`config.mk`:
```
export PLATFORM = sky130hd
export DESIGN_NAME = rs485_dir_ctrl
export DESIGN_NICKNAME = d
export VERILOG_FILES = /design/src/rtl/rs485_pkg.sv /design/src/rtl/rs485_afn_regs.sv /design/src/rtl/rs485_drv_seq.sv /design/src/rtl/rs485_irq_gate.sv /design/src/rtl/rs485_dir_ctrl.sv
export SDC_FILE = /design/constraint.sdc
export NUM_CORES = 1
export LEC_CHECK = 0
export BUFFER_PORTS_ARGS = -buffer_cell sky130_fd_sc_hd__buf_2
export CORE_MARGIN = 5
export CORE_UTILIZATION = 45
export DETAILED_ROUTE_END_ITERATION = 10
export GPL_ROUTABILITY_DRIVEN = 0
export PLACE_DENSITY = 0.7
export SYNTH_ARGS = -nofsm -noshare
export SYNTH_HDL_FRONTEND = slang
export SYNTH_SLANG_ARGS = --single-unit
```
`constraint.sdc`:
```
create_clock -name clk -period 3.77 [get_ports clk]
set_input_delay 0.5655 -clock clk [delete_from_list [all_inputs] [get_ports clk]]
set_output_delay 0.5655 -clock clk [all_outputs]
set_load 0.01 [all_outputs]
```
`src/rtl/rs485_pkg.sv`:
```
package rs485_pkg;

    localparam int ADDR_W  = 3;
    localparam int BANK_W  = 3;
    localparam int DATA_W  = 8;
    localparam int DLY_W   = 3;

    localparam logic [ADDR_W-1:0] AFN_OFFSET = 3'b010;
    localparam logic [BANK_W-1:0] AFN_BANK   = 3'b100;

    // Field layout of the alternate-function byte (host visible positions).
    typedef struct packed {
        logic [DLY_W-1:0] dly;
        logic             rcv_en;
        logic             large_blk;
        logic             rs485_en;
        logic             ir_en;
        logic             rsvd;
    } afn_cfg_t;

    typedef enum logic [1:0] {
        DS_IDLE = 2'd0,
        DS_SEND = 2'd1,
        DS_HOLD = 2'd2
    } drv_state_t;

    function automatic logic tx_data_pending(input logic fifo_empty,
                                             input logic shift_empty,
                                             input logic holding_wr);
        return (!fifo_empty) || (!shift_empty) || holding_wr;
    endfunction

    function automatic logic rx_store_allowed(input logic half_duplex,
                                              input logic snoop,
                                              input logic lb);
        return lb || snoop || !half_duplex;
    endfunction

endpackage

```
`src/rtl/rs485_afn_regs.sv`:
```
module rs485_afn_regs
    import rs485_pkg::*;
(
    input  logic              clk,
    input  logic              rst,
    input  logic              wr_en,
    input  logic [ADDR_W-1:0] wr_addr,
    input  logic [BANK_W-1:0] bank_sel,
    input  logic [DATA_W-1:0] wr_data,
    output afn_cfg_t          cfg_q
);

    logic sel_hit;

    always_comb begin
        sel_hit = wr_en && (wr_addr == AFN_OFFSET) && (bank_sel == AFN_BANK);
    end

    always_ff @(posedge clk) begin
        if (rst) begin
            cfg_q <= '0;
        end else if (sel_hit) begin
            cfg_q <= afn_cfg_t'(wr_data);
        end
    end

endmodule

```
`src/rtl/rs485_drv_seq.sv`:
```
module rs485_drv_seq
    import rs485_pkg::*;
(
    input  logic             clk,
    input  logic             rst,
    input  logic             rs485_en,
    input  logic [DLY_W-1:0] dly,
    input  logic             thr_write,
    input  logic             txfifo_empty,
    input  logic             tsr_empty,
    input  logic             bit_tick,
    output logic             drv_en
);

    drv_state_t       state_q, state_d;
    logic [DLY_W-1:0] cnt_q, cnt_d;
    logic             pending;

    always_comb begin
        pending = tx_data_pending(txfifo_empty, tsr_empty, thr_write);
    end

    always_comb begin
        state_d = state_q;
        cnt_d   = cnt_q;
        case (state_q)
            DS_IDLE: begin
                cnt_d = '0;
                if (pending) state_d = DS_SEND;
            end
            DS_SEND: begin
                if (!pending) begin
                    state_d = DS_HOLD;
                    cnt_d   = dly;
                end
            end
            DS_HOLD: begin
                if (pending) begin
                    state_d = DS_SEND;
                end else if (bit_tick) begin
                    if (cnt_q == '0) begin
                        state_d = DS_IDLE;
                    end else begin
                        cnt_d = cnt_q - 1'b1;
                    end
                end
            end
            default: begin
                state_d = DS_IDLE;
                cnt_d   = '0;
            end
        endcase
    end

    always_ff @(posedge clk) begin
        if (rst || !rs485_en) begin
            state_q <= DS_IDLE;
            cnt_q   <= '0;
        end else begin
            state_q <= state_d;
            cnt_q   <= cnt_d;
        end
    end

    always_comb begin
        drv_en = (state_q != DS_IDLE);
    end

endmodule

```
`src/rtl/rs485_irq_gate.sv`:
```
module rs485_irq_gate (
    input  logic rs485_en,
    input  logic ir_en,
    input  logic large_blk,
    input  logic rcv_en,
    input  logic loopback,
    input  logic txfifo_empty,
    input  logic tsr_empty,
    input  logic tx_below_thr,
    output logic tx_irq,
    output logic rx_store_en,
    output logic rx_timeout_en
);
    import rs485_pkg::*;

    logic tx_raw;
    logic hold_off;

    always_comb begin
        tx_raw        = tx_below_thr || txfifo_empty;
        hold_off      = rs485_en && !large_blk && !tsr_empty;
        tx_irq        = tx_raw && !hold_off;
        rx_store_en   = rx_store_allowed(rs485_en || ir_en, rcv_en, loopback);
        rx_timeout_en = rcv_en;
    end

endmodule

```
`src/rtl/rs485_dir_ctrl.sv`:
```
module rs485_dir_ctrl
    import rs485_pkg::*;
(
    input  logic              clk,
    input  logic              rst,
    input  logic              wr_en,
    input  logic [ADDR_W-1:0] wr_addr,
    input  logic [BANK_W-1:0] bank_sel,
    input  logic [DATA_W-1:0] wr_data,
    input  logic              thr_write,
    input  logic              txfifo_empty,
    input  logic              tsr_empty,
    input  logic              bit_tick,
    input  logic              tx_below_thr,
    input  logic              loopback,
    output logic              drv_en,
    output logic              tx_irq,
    output logic              rx_store_en,
    output logic              rx_timeout_en
);

    afn_cfg_t cfg_q;

    rs485_afn_regs u_regs (
        .clk      (clk),
        .rst      (rst),
        .wr_en    (wr_en),
        .wr_addr  (wr_addr),
        .bank_sel (bank_sel),
        .wr_data  (wr_data),
        .cfg_q    (cfg_q)
    );

    rs485_drv_seq u_seq (
        .clk          (clk),
        .rst          (rst),
        .rs485_en     (cfg_q.rs485_en),
        .dly          (cfg_q.dly),
        .thr_write    (thr_write),
        .txfifo_empty (txfifo_empty),
        .tsr_empty    (tsr_empty),
        .bit_tick     (bit_tick),
        .drv_en       (drv_en)
    );

    rs485_irq_gate u_gate (
        .rs485_en      (cfg_q.rs485_en),
        .ir_en         (cfg_q.ir_en),
        .large_blk     (cfg_q.large_blk),
        .rcv_en        (cfg_q.rcv_en),
        .loopback      (loopback),
        .txfifo_empty  (txfifo_empty),
        .tsr_empty     (tsr_empty),
        .tx_below_thr  (tx_below_thr),
        .tx_irq        (tx_irq),
        .rx_store_en   (rx_store_en),
        .rx_timeout_en (rx_timeout_en)
    );

endmodule

```
==> summary.txt <==
Status
  – Status: finished clean

Timing
  – Minimum clock period: 1.80 ns
  – Setup TNS: 0 ns
  – Worst-Margin Slew: 0.368 ns
  – Max-Slew Margin vs Limit: 75.5%
  – Fin worst setup slack: 1.97 ns
  – Setup violations, final: 0
  – Final hold violation count: 0
  – Slew Viols, Final: 0
  – RSZ-0062 raised after global routing: false
  – Clock Skew: 0.00201 ns
  – Final period utilization: 47.7%
  – Max Clk Rate: 556 MHz

Pwr
  – Power per standard cell area: 249 nW/um2
  – Clock network power share: 33.4%
  – P_sw: 45.4 uW
  – Tot Pwr: 222 uW
  – Sequential share of power: 57.4%
  – Leak: 0.000417 uW
  – VDD IR max: 0.197 mV
  – Logic pwr share: 9.3%
  – Cell-internal power: 176 uW
  – Sw frac: 20.5%

GRT
  – Initial antenna violation count: 0
  – Largest net degree at the start of global routing: 10
  – Met3 Usage GRT: 1.78%
  – GR Util met1: 17.0%
  – Global-route wire length before repair: 2480 um
  – GRT Total Usage: 12.2%
  – GR Overflow Total: 0
  – GR peak layer: met2
  – Met2 GRT Util: 18.0%
  – Vias in the first global route: 610

Clocking
  – CTS sink count: 12
  – CTS H-Tree Depth: 1
  – # hold bufs at CTS: 0
  – Post-CTS Setup Inserts: 0
  – Root Driver: clkbuf_4
  – Worst skew pair latency: 0.26 ns
  – CTS Buf Count: 3
  – Cts repair resizes: 0
  – Clk pin slew, worst setup/hold paths: 0.07 ns
  – Clock Path Buffers: 2
  – TritonCTS clock tree: built

Route
  – DRT Wirelength: 1500 um
  – TritonRoute pass-1 iters: 4
  – Detail Route Antenna Nets: 0
  – DR iter-0 viols: 9
  – DR WL/cell: 11.9 um
  – Vias: 653
  – Vias per cell: 5.18
  – Drt drc: 0

Setup path
  – Most frequent CP cell: inv_1
  – Critical path endpoint category: output pin
  – FF-to-FF Start: u_seq.state_q[0]$_SDFFE_PP0P_
  – Max incr delay on CP: 0.40 ns
  – WS Path Type: flip-flop to output pin
  – Worst r2r dst: u_seq.state_q[1]$_SDFFE_PP0P_
  – Data required time of the worst path: 3.20 ns
  – Crit-path cells: inv_1 > ha_1 > inv_1 > buf_2
  – CP Data Arrival Time: 1.23 ns
  – Worst Reg-to-Reg Cells: 6
  – R2R setup slack: 2.27 ns
  – CP startpoint kind: flip-flop
  – Maximum fanout along the worst path: 5
  – Slowest cell on the critical path: dfxtp_1

Die
  – Die width: 50.5 um
  – Die ar.: 2550 um2
  – Starting Density: 48.5%
  – Core area: 1520 um2
  – # rows: 14
  – I/O pin count: 27
  – Die H: 50.5 um

Placement
  – Dpl cell area: 870 um2
  – DP Worst Slack: 2.12 ns
  – I/O Buffers: 25
  – Post-DP HPWL: 1220 um

Synthesis
  – Mapped Cells: 84
  – Mapped Nets: 113
  – Ys flop type: dfxtp_1
  – Ys Warns: 0
  – Register area share after synthesis: 32.5%
  – Number of synthesized flops with an enable pin: 0
  – Mean Syn Cell Area: 8.80 um2
  – Post-Synthesis Cell Area: 739 um2
  – Synth Register Bits: 12
  – Synth cell types: 30
  – Ys async rst share: 0%

Finish
  – Post-route cell area: 892 um2
  – Commonest non-fill, non-tap cell in the layout: buf_2
  – Synth-to-Final Area Change: 20.6%
  – N_diodes: 0
  – Commonest non-fill, non-tap cells in the layout: buf_2 (25), dfxtp_1 (12), nor2_1 (10), o21ai_0 (8)
  – Layout cells sized above 1: 32.7%
  – Nets: 141

Hold path
  – HP Start: u_seq.cnt_q[1]$_SDFFE_PP0P_
  – Hold Path End: u_seq.cnt_q[1]$_SDFFE_PP0P_
  – Hold Crit Class: flip-flop to flip-flop
  – Worst hold stages: 2

Job
  – Max-cap violations: 0
## power by group through the flow
stage / Clock (uW) / Combinational, uW / Sequential, uW
global placement: 0 / 20.0 / 130
finish: 74.0 / 20.5 / 127
global route: 84.3 / 23.0 / 127
floorplan: 0 / 8.38 / 130
CTS: 77.4 / 20.6 / 127
detailed placement: 0 / 20.5 / 130
## layer usage
metal / vias up / routed length, um
met4: 0 / 16
met5: - / 0
li1: 342 / -
met2: 12 / 732
met1: 297 / 684
met3: 2 / 61
## synth_stat cells (3+ instances only)
master    n  area share (%)
ha_1      6              10
nor2_1   10             5.1
a21oi_1   4             2.7
dfxtp_1  12              32
mux2i_1   7             9.5
o21ai_0   8             5.4
nand4_1   3             2.5
nand2_1   6             3.0
inv_1     7             3.6
## stage by stage
step / std cells / util, % / hold slack [ns]
floorplan: 84 / - / 0.454
global placement: 123 / 57.1 / 0.469
detailed placement: 123 / 57.1 / 0.471
CTS: 126 / 58.5 / 0.483
global route: 126 / 58.5 / 0.514
finish: 126 / 58.5 / 0.479
## area by class of cell
type	count	area [um2]
sequential	12	240
clock buffer	3	22.5
multi-input combinational	62	454
tap	16	20.0
timing repair buffer	25	125
fill	145	632
inverter	8	30.0
## kinds of logic after synthesis
kind of cell	Yosys count	synth area share (%)
buf+inv	10	6.09
fa+ha+maj	6	10.2
xor+xnor	1	1.18
flops	12	32.5
compound gates	19	18.1
simple gates	28	20.5
mux	8	11.5
## worst max-delay path by stage
stage / start / end / cells after the start
global placement: tsr_empty / tx_irq / 3
detailed placement: tsr_empty / tx_irq / 3
global route: u_seq.state_q[0]$_SDFFE_PP0P_ / drv_en / 4
CTS: u_seq.state_q[0]$_SDFFE_PP0P_ / drv_en / 4
floorplan: tsr_empty / tx_irq / 1
finish: u_seq.state_q[0]$_SDFFE_PP0P_ / drv_en / 4
## critical path: cells and delay by family (launching register included)
kind | cells | cell delay, ns
adders and majority gates | 1 | 0.19
DFF | 1 | 0.40
buffers and inverters | 3 | 0.38
## flip-flops by register name, indices dropped and copies added, names as in the netlist
| name | count |
|---|---|
| u_regs.cfg_q | 7 |
| u_seq.cnt_q | 3 |
| u_seq.state_q | 2 |
Power figures use the tool's default switching activity.
